## src/rtl/spc_pkg.sv

```systemverilog
package spc_pkg;

    localparam int unsigned NKEY       = 4;
    localparam int unsigned KEY_LEAD_A = 0;
    localparam int unsigned KEY_TAIL_A = 1;
    localparam int unsigned KEY_LEAD_B = 2;
    localparam int unsigned KEY_TAIL_B = 3;

    typedef enum logic [1:0] {
        SEL_OFF    = 2'b00,
        SEL_SINGLE = 2'b01,
        SEL_PAIR_A = 2'b10,
        SEL_PAIR_B = 2'b11
    } sel_e;

    typedef enum logic [1:0] {
        ST_IDLE   = 2'b00,
        ST_LEAD_A = 2'b01,
        ST_LEAD_B = 2'b10
    } seq_st_e;

    typedef struct packed {
        logic single;
        logic pair_a;
        logic pair_b;
    } role_t;

endpackage

```

## src/rtl/spc_mode.sv

```systemverilog
module spc_mode
    import spc_pkg::*;
(
    input  logic       det_en,
    input  logic       xflow_en,
    input  logic [1:0] mode_sel,
    output role_t      role
);

    sel_e sel;

    assign sel = sel_e'(mode_sel);

    always_comb begin
        role = '0;
        if (det_en) begin
            unique case (sel)
                SEL_OFF:    role = '0;
                SEL_SINGLE: role.single = 1'b1;
                SEL_PAIR_A: begin
                    // flow control owns the lead keys: fall back to singles
                    role.single = xflow_en;
                    role.pair_a = !xflow_en;
                end
                SEL_PAIR_B: begin
                    role.single = xflow_en;
                    role.pair_b = !xflow_en;
                end
                default:    role = '0;
            endcase
        end
    end

endmodule

```

## src/rtl/spc_cmp.sv

```systemverilog
module spc_cmp
    import spc_pkg::*;
#(
    parameter int unsigned DW = 8,
    parameter int unsigned GW = 4
) (
    input  logic [DW-1:0]           rx_data,
    input  logic [NKEY-1:0][DW-1:0] match_keys,
    input  logic                    gpio_qual_en,
    input  logic [GW-1:0]           gpio_lvl,
    output logic [NKEY-1:0]         key_eq
);

    localparam int unsigned HI_W = DW - GW;

    logic [DW-1:0] cmp_val;

    always_comb begin
        if (gpio_qual_en) begin
            cmp_val = {rx_data[DW-1 -: HI_W], gpio_lvl};
        end else begin
            cmp_val = rx_data;
        end
    end

    for (genvar k = 0; k < NKEY; k++) begin : g_key
        assign key_eq[k] = (cmp_val == match_keys[k]);
    end

endmodule

```

## src/rtl/spc_seq.sv

```systemverilog
module spc_seq
    import spc_pkg::*;
(
    input  logic            clk,
    input  logic            rst_n,
    input  logic            rx_valid,
    input  role_t           role,
    input  logic [NKEY-1:0] key_eq,
    output logic            hit_now,
    output logic            hit_q
);

    seq_st_e st_q;
    seq_st_e st_d;

    // state register
    always_ff @(posedge clk) begin
        if (!rst_n) begin
            st_q <= ST_IDLE;
        end else begin
            st_q <= st_d;
        end
    end

    // transitions
    always_comb begin
        st_d = st_q;
        unique case (st_q)
            ST_IDLE: begin
                if (rx_valid && role.pair_a && key_eq[KEY_LEAD_A]) begin
                    st_d = ST_LEAD_A;                       // arm-A
                end else if (rx_valid && role.pair_b && key_eq[KEY_LEAD_B]) begin
                    st_d = ST_LEAD_B;                       // arm-B
                end
            end
            ST_LEAD_A: begin
                if (!role.pair_a) begin
                    st_d = ST_IDLE;                         // abort
                end else if (rx_valid) begin
                    st_d = ST_IDLE;                         // complete or break
                end
            end
            ST_LEAD_B: begin
                if (!role.pair_b) begin
                    st_d = ST_IDLE;                         // abort
                end else if (rx_valid) begin
                    st_d = ST_IDLE;                         // complete or break
                end
            end
            default: st_d = ST_IDLE;
        endcase
    end

    // match decision for the character presented this cycle
    always_comb begin
        hit_now = 1'b0;
        if (rx_valid) begin
            unique case (st_q)
                ST_IDLE:   hit_now = role.single &&
                                     (key_eq[KEY_TAIL_A] || key_eq[KEY_TAIL_B]);
                ST_LEAD_A: hit_now = role.pair_a && key_eq[KEY_TAIL_A];
                ST_LEAD_B: hit_now = role.pair_b && key_eq[KEY_TAIL_B];
                default:   hit_now = 1'b0;
            endcase
        end
    end

    // output register, aligned with the FIFO write
    always_ff @(posedge clk) begin
        if (!rst_n) begin
            hit_q <= 1'b0;
        end else begin
            hit_q <= hit_now;
        end
    end

endmodule

```

## src/rtl/spc_irq.sv

```systemverilog
module spc_irq (
    input  logic clk,
    input  logic rst_n,
    input  logic set_i,
    input  logic clr_i,
    output logic flag_q
);

    always_ff @(posedge clk) begin
        if (!rst_n) begin
            flag_q <= 1'b0;
        end else if (set_i) begin
            flag_q <= 1'b1;           // a new hit wins over a clear
        end else if (clr_i) begin
            flag_q <= 1'b0;
        end
    end

endmodule

```

## src/rtl/spc_detect.sv

```systemverilog
module spc_detect
    import spc_pkg::*;
#(
    parameter int unsigned DW = 8,
    parameter int unsigned GW = 4
) (
    input  logic                    clk,
    input  logic                    rst_n,
    input  logic                    rx_valid,
    input  logic [DW-1:0]           rx_data,
    input  logic [NKEY-1:0][DW-1:0] match_keys,
    input  logic [1:0]              mode_sel,
    input  logic                    det_en,
    input  logic                    xflow_en,
    input  logic                    gpio_qual_en,
    input  logic [GW-1:0]           gpio_lvl,
    input  logic                    irq_rd_clr,
    output logic                    fifo_wr_en,
    output logic [DW-1:0]           fifo_wr_data,
    output logic                    spc_hit,
    output logic                    spc_irq
);

    role_t           role;
    logic [NKEY-1:0] key_eq;
    logic            hit_now;

    spc_mode u_mode (
        .det_en   (det_en),
        .xflow_en (xflow_en),
        .mode_sel (mode_sel),
        .role     (role)
    );

    spc_cmp #(.DW(DW), .GW(GW)) u_cmp (
        .rx_data      (rx_data),
        .match_keys   (match_keys),
        .gpio_qual_en (gpio_qual_en),
        .gpio_lvl     (gpio_lvl),
        .key_eq       (key_eq)
    );

    spc_seq u_seq (
        .clk      (clk),
        .rst_n    (rst_n),
        .rx_valid (rx_valid),
        .role     (role),
        .key_eq   (key_eq),
        .hit_now  (hit_now),
        .hit_q    (spc_hit)
    );

    spc_irq u_irq (
        .clk    (clk),
        .rst_n  (rst_n),
        .set_i  (hit_now),
        .clr_i  (irq_rd_clr),
        .flag_q (spc_irq)
    );

    // pass every accepted character on toward the receive FIFO
    always_ff @(posedge clk) begin
        if (!rst_n) begin
            fifo_wr_en   <= 1'b0;
            fifo_wr_data <= '0;
        end else begin
            fifo_wr_en <= rx_valid;
            if (rx_valid) begin
                fifo_wr_data <= rx_data;
            end
        end
    end

endmodule

```

## config.mk

```make
export PLATFORM = sky130hd
export DESIGN_NAME = spc_detect
export DESIGN_NICKNAME = d
export VERILOG_FILES = /design/src/rtl/spc_pkg.sv /design/src/rtl/spc_mode.sv /design/src/rtl/spc_cmp.sv /design/src/rtl/spc_seq.sv /design/src/rtl/spc_irq.sv /design/src/rtl/spc_detect.sv
export SDC_FILE = /design/constraint.sdc
export NUM_CORES = 1
export LEC_CHECK = 0
export ABC_AREA = 1
export BUFFER_PORTS_ARGS = -buffer_cell sky130_fd_sc_hd__buf_2
export CAP_MARGIN = 25
export CELL_PAD_IN_SITES_DETAIL_PLACEMENT = 2
export CELL_PAD_IN_SITES_GLOBAL_PLACEMENT = 2
export CORE_MARGIN = 2
export CORE_UTILIZATION = 21
export DETAILED_ROUTE_END_ITERATION = 6
export PLACE_DENSITY_LB_ADDON = 0.1
export REMOVE_ABC_BUFFERS = 1
export SETUP_SLACK_MARGIN = 0.3
export SYNTH_ARGS = -nofsm -noshare
export SYNTH_HDL_FRONTEND = slang
export SYNTH_SLANG_ARGS = --single-unit
```

## constraint.sdc

```tcl
create_clock -name clk -period 1.25 [get_ports clk]
set_input_delay 0.0625 -clock clk [delete_from_list [all_inputs] [get_ports clk]]
set_output_delay 0.0625 -clock clk [all_outputs]
set_load 0.005 [all_outputs]
```

==> summary.md, run 1 <==
| Metric | Value |
|---|---|
| Outcome | `finished clean` |
| Worst setup SP type | `flip-flop` |
| Register bit total from synthesis | `13` |
| DRT antenna net count | `0` |
| Top_reg_cell synth | `dfxtp_1` |
| Die height | `79.8 um` |
| Leakage | `1.01 nW` |
| Tcrit/Tclk final | `83.0%` |
| Hold Crit Depth | `3` |
| Cts bufs inserted | `3` |
| Reg2Reg Setup Slack | `0.21 ns` |
| All-Layer GR Usage | `14.6%` |
| Worst-Margin Slew | `0.241 ns` |
| Die area | `0.00637 mm2` |
| CTS tree | `done` |
| Worst R2R Path Depth | `9` |
| Fin. Hold Viols | `0` |
| Combinational share of power | `34.6%` |
| Post-DP HPWL | `3.89 mm` |
| Initial core utilization | `21.8%` |
| Die W | `79.8 um` |
| Total grt overflow | `0` |
| Via Count | `1523` |
| Hold WS | `0.0846 ns` |
| Count of cell types in the netlist | `26` |
| Relative slew slack | `83.8%` |
| Worst Path Arrival | `1.22 ns` |
| Slew Limit Fails | `0` |
| Diodes inserted | `0` |
| R2R Path Start | `u_seq.st_q[0]` |
| Clk network pwr share | `29.9%` |
| DRC Markers | `0` |
| Worst-path clk slew | `0.06 ns` |
| Final Net Count | `335` |
| Row Count | `27` |
| Pre-antenna DRT Iters | `2` |
| Num ports | `64` |
| CTS Hold Bufs | `0` |
| Worst hold path class | `input pin to flip-flop` |
| Core area | `0.00554 mm2` |
| CP Max Fanout | `4` |
| CP Class | `flip-flop to flip-flop` |
| Yosys warns | `0` |
| Clock Latency Late Sink | `0.24 ns` |
| Filler cells | `727` |
| Final min period | `1.04 ns` |
| Launch point of the worst hold path | `irq_rd_clr` |
| Layout overhead on the synthesized area | `47.5%` |
| VDD IR max | `0.373 mV` |
| Via/cell ratio | `4.31` |
| Longest Clk Path Bufs | `2` |
| Ys async rst share | `0%` |
| Initial antenna violation count | `0` |
| Share of post-route cells with drive strength above 1 | `38.1%` |
| Post-synth EDFFs | `0` |
| Core Util, Final | `32.1%` |
| Clk root buf | `clkbuf_8` |
| Largest net degree at the start of global routing | `11` |
| Post-Synthesis Cells | `210` |
| Clk sinks | `13` |
| DRC violation total after the first TritonRoute iteration | `30` |
| Sequential Power Share | `35.5%` |
| Sw frac | `31.5%` |
| RSZ-0062 raised after global routing | `true` |
| Cell-internal power | `0.847 mW` |
| Vias in the first global route | `1581` |
| First-pass GRT wire length | `7.29 mm` |
| Wire length per cell | `12.8 um` |
| Final setup violation count | `0` |
| Worst EP required | `1.43 ns` |
| Total wire length | `4.52 mm` |
| Reg-to-reg endpoint | `u_irq.flag_q` |
| Netlist Area Pre-Place | `0.00121 mm2` |
| Crit end category | `flip-flop` |
| Syn_area_per_cell | `5.74 um2` |
| H-tree depth | `1` |
| Highest-count cells in the layout ignoring fill and taps | `nand2_1 (61), buf_2 (61), inv_1 (31), nor2_1 (17), nand3_1 (13)` |
| PortBufs | `63` |
| Fmax | `963 MHz` |
| Clock skew | `0.00392 ns` |
| Max Cap Viol | `0` |
| Sw Pwr | `0.390 mW` |
| Worst hold endpoint | `u_irq.flag_q` |
| Routability Congestion | `0.772` |
| Post-synthesis sequential area ratio | `21.6%` |
| Pwr Density | `695 mW/mm2` |
[sequential cells by signal (all words and copies together), names as in the netlist]
| name | flops |
|---|---|
| u_seq.hit_q | 1 |
| u_irq.flag_q | 1 |
| fifo_wr_data | 8 |
| fifo_wr_en | 1 |
| u_seq.st_q | 2 |
[layer usage]
metal | track usage (%) | part of all wire [%] | up-vias | wire (um)
li1 | - | - | 783 | -
met1 | 17.5 | 43 | 699 | 1930
met2 | 27.8 | 53 | 41 | 2400
met3 | 2.83 | 4.2 | 0 | 191
met4 | 1.02 | 0 | 0 | 0
met5 | 0 | 0 | - | 0
[per-stage QoR]
| stage | std cells | TNS, ns | power (mW) | instance area [um2] | worst slack [ns] |
|---|---|---|---|---|---|
| 4_1_cts | 350 | 0 | 1.25 | 1700 | 0.144 |
| 3_3_place_gp | 346 | -0.0536 | 0.859 | 1630 | -0.0206 |
| 3_5_place_dp | 346 | -0.139 | 0.864 | 1630 | -0.0631 |
| 2_1_floorplan | 203 | 0 | 0.651 | 1170 | 0.176 |
| 5_1_grt | 353 | 0 | 1.34 | 1780 | 0.123 |
| 6_report | 353 | 0 | 1.24 | 1780 | 0.212 |
[synth_stat cells, types with 2 or more instances]
| cell type | n | area (um2) |
|---|---|---|
| nor2_1 | 21 | 78.8 |
| xor2_1 | 4 | 35.0 |
| nor2_2 | 3 | 18.8 |
| inv_1 | 33 | 124 |
| nand3_2 | 2 | 20.0 |
| dfxtp_1 | 13 | 260 |
| nand2_2 | 8 | 50.1 |
| clkbuf_2 | 2 | 10.0 |
| a21oi_1 | 7 | 35.0 |
| buf_2 | 2 | 10.0 |
| o21ai_1 | 3 | 15.0 |
| nand3b_1 | 2 | 15.0 |
| xnor2_1 | 9 | 78.8 |
| nand3_1 | 14 | 70.1 |
| clkbuf_1 | 2 | 7.51 |
| o21ai_0 | 10 | 50.1 |
| nor3_1 | 2 | 10.0 |
| nand2_1 | 64 | 240 |
| o21a_1 | 2 | 15.0 |
[timing repair]
| action | 4_1_cts | 5_1_grt |
|---|---|---|
| setup buffers | 0 | 3 |
| resized for setup | 10 | 16 |
| setup endpoints to repair | 4 | 4 |
| pin swaps | 2 | 14 |
| hold endpoints to repair | 0 | 0 |
[logic make-up (layout without fill, tap and decap cells)]
kind of cell | after synthesis | after routing | synth area share (%)
buffers and inverters | 41 | 112 | 14.4
XOR/XNOR | 13 | 13 | 9.44
AO/OA/AOI/OAI | 24 | 24 | 10.8
AND/OR/NAND/NOR | 119 | 119 | 43.8
flip-flops | 13 | 13 | 21.6
[worst max path at each step]
stage             startpoint       endpoint  slack, ns
6_report       u_seq.st_q[0]   u_irq.flag_q       0.21
3_3_place_gp    gpio_qual_en   u_irq.flag_q      -0.02
3_5_place_dp     mode_sel[1]  u_seq.st_q[1]      -0.06
4_1_cts        u_seq.st_q[1]   u_irq.flag_q       0.14
2_1_floorplan  u_seq.st_q[1]   u_irq.flag_q       0.18
5_1_grt        u_seq.st_q[0]   u_irq.flag_q       0.12
[critical path, cell delays in order (launching register included)]
cell and delay [ns]:
dfxtp_4 0.36, inv_2 0.05, nand2_2 0.06, nor3_4 0.13, nand3_1 0.10, nand2_1 0.06, inv_1 0.04, nand2_1 0.07
nand2_2 0.05, nand2_1 0.05
[power by group through the flow]
stage | registers (mW) | clock network (mW) | logic, mW
after floorplan | 0.453 | 0 | 0.198
after global placement | 0.451 | 0 | 0.408
after detailed placement | 0.452 | 0 | 0.412
after CTS | 0.443 | 0.390 | 0.418
after global routing | 0.440 | 0.412 | 0.485
final | 0.439 | 0.370 | 0.428
[final cells by class]
cell class | count | area, um2 | share of cell area [%]
Clock buffer | 4 | 45.0 | 2.53
Sequential cell | 13 | 268 | 15.0
Multi-Input combinational cell | 156 | 835 | 46.9
Tap cell | 72 | 90.1 | 5.06
Inverter | 34 | 135 | 7.59
Timing Repair Buffer | 74 | 407 | 22.9
Note: power is estimated with default switching activity, not from simulation.
==> inputs of run 2 (changes only) <==
==> constraint.sdc (replaced) <==
create_clock -name clk -period 1.07 [get_ports clk]
set_input_delay 0.0535 -clock clk [delete_from_list [all_inputs] [get_ports clk]]
set_output_delay 0.0535 -clock clk [all_outputs]
set_load 0.005 [all_outputs]
==> summary.md, run 2 (same netlist as run 1, synthesis figures left out) <==
| Metric | Value |
|---|---|
| Reg with most FFs | `fifo_wr_data` |
| Critical Path Start | `u_seq.st_q[0]` |
| Worst R2R Path Depth | `7` |
| Clk sinks | `13` |
| Wire length per cell | `13.1 um` |
| Cts bufs inserted | `3` |
| Die area | `0.00637 mm2` |
| Routability Congestion | `0.718` |
| Clock skew | `0.00290 ns` |
| Reg2Reg Setup Slack | `-0.01 ns` |
| CTS Hold Bufs | `0` |
| Initial core utilization | `21.8%` |
| Initial antenna violation count | `0` |
| CP cell instances | `buf_6, nand2_4, nor2_4, buf_4, buf_6, nand2_2, a21oi_2` |
| Global-route layer with the greatest usage | `met2` |
| VDD IR max | `0.594 mV` |
| First-pass GRT wire length | `7.49 mm` |
| Clock Latency Late Sink | `0.25 ns` |
| Clk network pwr share | `30.4%` |
| Die height | `79.8 um` |
| Met3 usage | `3.39%` |
| H-tree depth | `1` |
| Share of post-route cells with drive strength above 1 | `46.1%` |
| CTS tree | `done` |
| CP max-delay cell | `dfxtp_4` |
| Worst-Margin Slew | `0.191 ns` |
| Clk root buf | `clkbuf_8` |
| DRC violation total after the first TritonRoute iteration | `13` |
| Cell-internal power | `1.02 mW` |
| Placed inst area | `0.00173 mm2` |
| Largest net degree at the start of global routing | `12` |
| Tcrit/Tclk final | `101%` |
| Via Count | `1610` |
| Worst hold path class | `input pin to flip-flop` |
| Hold Crit Depth | `3` |
| All-Layer GR Usage | `15.0%` |
| Final min period | `1.08 ns` |
| Relative slew slack | `87.1%` |
| Slew Limit Fails | `0` |
| Crit end category | `flip-flop` |
| Sequential Power Share | `33.9%` |
| DRC Markers | `0` |
| Reg-to-reg endpoint | `u_seq.st_q[0]` |
| Final non-filler cell total | `369` |
| Placed cells | `359` |
| Crit path largest cell delay | `0.38 ns` |
| Core area | `0.00554 mm2` |
| Die W | `79.8 um` |
| RSZ-0062 raised after global routing | `true` |
| CP Class | `flip-flop to flip-flop` |
| Max Cap Viol | `0` |
| Setup TNS Final | `-0.0141 ns` |
| Worst setup margin | `-0.0121 ns` |
| GR Layer Usage met1 | `17.6%` |
| Via/cell ratio | `4.36` |
| Highest-count cells in the layout ignoring fill and taps | `buf_2 (62), nand2_1 (59), inv_1 (31), buf_4 (24), nor2_1 (13)` |
| Final Net Count | `351` |
| Longest Clk Path Bufs | `2` |
| Final Instance Area | `0.00197 mm2` |
| R2R Path Start | `u_seq.st_q[0]` |
| Layout overhead on the synthesized area | `63.1%` |
| CP Max Fanout | `3` |
| Sw frac | `32.7%` |
| Worst-path clk slew | `0.06 ns` |
| Pwr Density | `772 mW/mm2` |
| Row Count | `27` |
| Worst setup SP type | `flip-flop` |
| Vias in the first global route | `1689` |
| Sw Pwr | `0.496 mW` |
| Worst EP required | `1.26 ns` |
| Final setup violation count | `2` |
| Post-DP HPWL | `4.02 mm` |
| Fin. Hold Viols | `0` |
| Failing checks | `negative setup slack` |
| Max FFs per register | `8` |
| Crit path to | `u_seq.st_q[0]` |
| Outcome | `finished with violations` |
| Most common cell after layout, fill and taps aside | `buf_2` |
| Leakage | `1.12 nW` |
| Pwr Total | `1.52 mW` |
| Total wire length | `4.83 mm` |
| Num ports | `64` |
| DRT antenna net count | `0` |
| Largest regs | `fifo_wr_data: 8 flops, u_seq.st_q: 2 flops` |
| Combinational share of power | `35.7%` |
| Diodes inserted | `0` |
| Total grt overflow | `0` |
| Pre-antenna DRT Iters | `4` |
| Fmax | `924 MHz` |
| Worst Path Arrival | `1.27 ns` |
| PortBufs | `63` |
| GR Layer Usage met2 | `28.2%` |
| Most used cell, CP | `buf_6` |
-- run 2: power groups by stage --
stage               Sequential, mW  Combinational, mW  Clock [mW]
detailed placement           0.527              0.512           0
global route                 0.517              0.612       0.516
CTS                          0.517              0.523       0.467
global placement             0.527              0.504           0
floorplan                    0.530              0.231           0
finish                       0.515              0.541       0.461
-- run 2: layer usage --
| layer | part of all wire, % | routed length [um] |
|---|---|---|
| met2 | 54 | 2590 |
| met4 | 0.56 | 27 |
| met3 | 4.5 | 215 |
| met1 | 41 | 2000 |
| met5 | 0 | 0 |
-- run 2: metrics by stage --
step / utilization (%) / worst slack [ns] / hold WS [ns]
global placement: 31.2 / -0.198 / 0.331
CTS: 33.1 / -0.0154 / 0.0709
finish: 35.5 / -0.0121 / 0.0594
global route: 35.5 / -0.0879 / 0.0900
detailed placement: 31.2 / -0.272 / 0.333
floorplan: - / -0.00381 / 0.143
-- run 2: timing repair --
item                       in CTS  in global routing
setup buffers                   3                  3
pin swaps                       7                 20
setup endpoints to repair       4                 10
gates resized for setup        12                 35
-- run 2: layout make-up --
class / count / area [um2]
clock buffer: 4 / 45.0
fill: 720 / 3570
inverter: 34 / 135
multi-input combinational: 156 / 887
sequential: 13 / 274
tap: 72 / 90.1
timing repair buffer: 90 / 536
-- run 2: worst min path at each step --
| stage | endpoint | from | slack, ns |
|---|---|---|---|
| 6_report | u_irq.flag_q | irq_rd_clr | 0.06 |
| 5_1_grt | u_irq.flag_q | irq_rd_clr | 0.09 |
| 4_1_cts | u_irq.flag_q | irq_rd_clr | 0.07 |
| 3_5_place_dp | u_irq.flag_q | irq_rd_clr | 0.33 |
| 3_3_place_gp | u_irq.flag_q | irq_rd_clr | 0.33 |
| 2_1_floorplan | fifo_wr_data[0] | rx_valid | 0.14 |
-- run 2: worst max-delay path: cells and delay by family (launching register included) --
| kind | cells | cell delay [ns] |
|---|---|---|
| AND/OR/NAND/NOR | 3 | 0.22 |
| buffers and inverters | 3 | 0.31 |
| flip-flops | 1 | 0.38 |
| AO/OA/AOI/OAI | 1 | 0.11 |
==> inputs of run 3 (changes only) <==
--- a/config.mk
+++ b/config.mk
@@ -15,7 +15,6 @@
 export DETAILED_ROUTE_END_ITERATION = 6
 export PLACE_DENSITY_LB_ADDON = 0.1
 export REMOVE_ABC_BUFFERS = 1
-export SETUP_SLACK_MARGIN = 0.3
 export SYNTH_ARGS = -nofsm -noshare
 export SYNTH_HDL_FRONTEND = slang
 export SYNTH_SLANG_ARGS = --single-unit
==> summary.md, run 3 (same netlist as run 1, synthesis figures left out) <==
| Metric | Value |
|---|---|
| All-Layer GR Usage | `14.9%` |
| Reg with most FFs | `fifo_wr_data` |
| Clock Latency Late Sink | `0.25 ns` |
| Setup TNS Final | `-0.0123 ns` |
| Slew Limit Fails | `0` |
| Worst R2R Path Depth | `9` |
| Fmax | `924 MHz` |
| PortBufs | `63` |
| Crit end category | `flip-flop` |
| Tcrit/Tclk final | `101%` |
| Total wire length | `4.48 mm` |
| Worst-Margin Slew | `0.194 ns` |
| Final non-filler cell total | `365` |
| Pwr Density | `800 mW/mm2` |
| Final setup violation count | `1` |
| H-tree depth | `1` |
| Leakage | `1.07 nW` |
| Clk sinks | `13` |
| Combinational share of power | `34.5%` |
| Fin. Hold Viols | `0` |
| Outcome | `finished with violations` |
| Vias in the first global route | `1681` |
| Sequential Power Share | `34.8%` |
| Largest regs | `fifo_wr_data: 8 flops, u_seq.st_q: 2 flops` |
| CTS tree | `done` |
| Share of post-route cells with drive strength above 1 | `40.3%` |
| Core area | `0.00554 mm2` |
| Total grt overflow | `0` |
| CP Class | `flip-flop to flip-flop` |
| Worst hold endpoint | `u_irq.flag_q` |
| Core Util, Final | `33.3%` |
| Diodes inserted | `0` |
| VDD IR max | `0.576 mV` |
| Largest net degree at the start of global routing | `12` |
| RSZ-0062 raised after global routing | `true` |
| Worst-path clk slew | `0.06 ns` |
| Row Count | `27` |
| Cell-internal power | `1.01 mW` |
| Placed inst area | `0.00173 mm2` |
| Highest-count cells in the layout ignoring fill and taps | `nand2_1 (62), buf_2 (62), inv_1 (32), buf_4 (23), nor2_1 (16)` |
| Worst Path Arrival | `1.28 ns` |
| CTS Hold Bufs | `0` |
| Wire length per cell | `12.3 um` |
| DRT antenna net count | `0` |
| Reg2Reg Setup Slack | `-0.01 ns` |
| Die height | `79.8 um` |
| Worst setup margin | `-0.0123 ns` |
| Via Count | `1589` |
| Sw frac | `31.8%` |
| Clk network pwr share | `30.7%` |
| Max Cap Viol | `0` |
| Hold Crit Depth | `3` |
| Routability Congestion | `0.718` |
| DRC Markers | `0` |
| Via/cell ratio | `4.35` |
| Initial core utilization | `21.8%` |
| Die W | `79.8 um` |
| DRC violation total after the first TritonRoute iteration | `11` |
| Clock skew | `0.00310 ns` |
| Placed cells | `359` |
| Worst setup SP type | `flip-flop` |
| Layout overhead on the synthesized area | `53.0%` |
| Pre-antenna DRT Iters | `4` |
| R2R Path Start | `u_seq.st_q[0]` |
| Failing checks | `negative setup slack` |
| Max FFs per register | `8` |
| Launch point of the worst hold path | `irq_rd_clr` |
| Worst hold path class | `input pin to flip-flop` |
| First-pass GRT wire length | `7.45 mm` |
| Num ports | `64` |
| Final Instance Area | `0.00185 mm2` |
| Cts bufs inserted | `3` |
| Post-DP HPWL | `4.02 mm` |
| Sw Pwr | `0.470 mW` |
| Die area | `0.00637 mm2` |
| Hold WS | `0.0671 ns` |
| Final Net Count | `347` |
| Place WS | `-0.272 ns` |
| Initial antenna violation count | `0` |
| CP Max Fanout | `3` |
| Longest Clk Path Bufs | `2` |
| Worst EP required | `1.26 ns` |
| Reg-to-reg endpoint | `u_irq.flag_q` |
| Clk root buf | `clkbuf_8` |
| Final min period | `1.08 ns` |
| Relative slew slack | `87.0%` |
| Pwr Total | `1.48 mW` |
## run 3: cell type report
type | count | area, um2
Clock buffer | 4 | 45.0
Inverter | 34 | 135
Tap cell | 72 | 90.1
Sequential cell | 13 | 265
Multi-Input combinational cell | 156 | 820
Timing Repair Buffer | 86 | 490
Fill cell | 723 | 3690
## run 3: worst max path at each step
stage | start | end | slack, ns | depth (start not counted)
final | u_seq.st_q[0] | u_irq.flag_q | -0.01 | 9
after CTS | u_seq.st_q[0] | u_irq.flag_q | -0.02 | 9
after global placement | gpio_qual_en | u_irq.flag_q | -0.20 | 13
after global routing | u_seq.st_q[0] | u_irq.flag_q | -0.14 | 9
after detailed placement | mode_sel[1] | u_seq.st_q[1] | -0.27 | 10
after floorplan | u_seq.st_q[1] | u_irq.flag_q | -0.004 | 7
## run 3: critical path, cell delays in order (launching register included)
cell	delay (ns)
dfxtp_4	0.35
inv_2	0.05
nand2_2	0.05
nor3_4	0.20
nand3_1	0.09
nand2_1	0.07
inv_1	0.04
nand2_1	0.06
nand2_1	0.06
nand2_1	0.06
## run 3: power by group through the flow
stage | combinational, mW | sequential, mW | clock (mW)
floorplan | 0.231 | 0.530 | 0
global placement | 0.504 | 0.527 | 0
detailed placement | 0.512 | 0.527 | 0
CTS | 0.519 | 0.517 | 0.467
global route | 0.580 | 0.516 | 0.501
finish | 0.509 | 0.514 | 0.453
## run 3: layer usage
metal  GRT usage (%)  wire length, um  vias up
met1            17.4             1950      733
met3            3.39              214        3
met2            28.2             2290       41
li1                -                -      812
met5               0                0        -
met4            2.03               24        0
## run 3: repair_timing
item	in CTS	in global routing
gates resized for setup	9	10
endpoints found under the setup margin	4	4
setup buffers	2	0
gates cloned	0	0
pin swaps	2	7
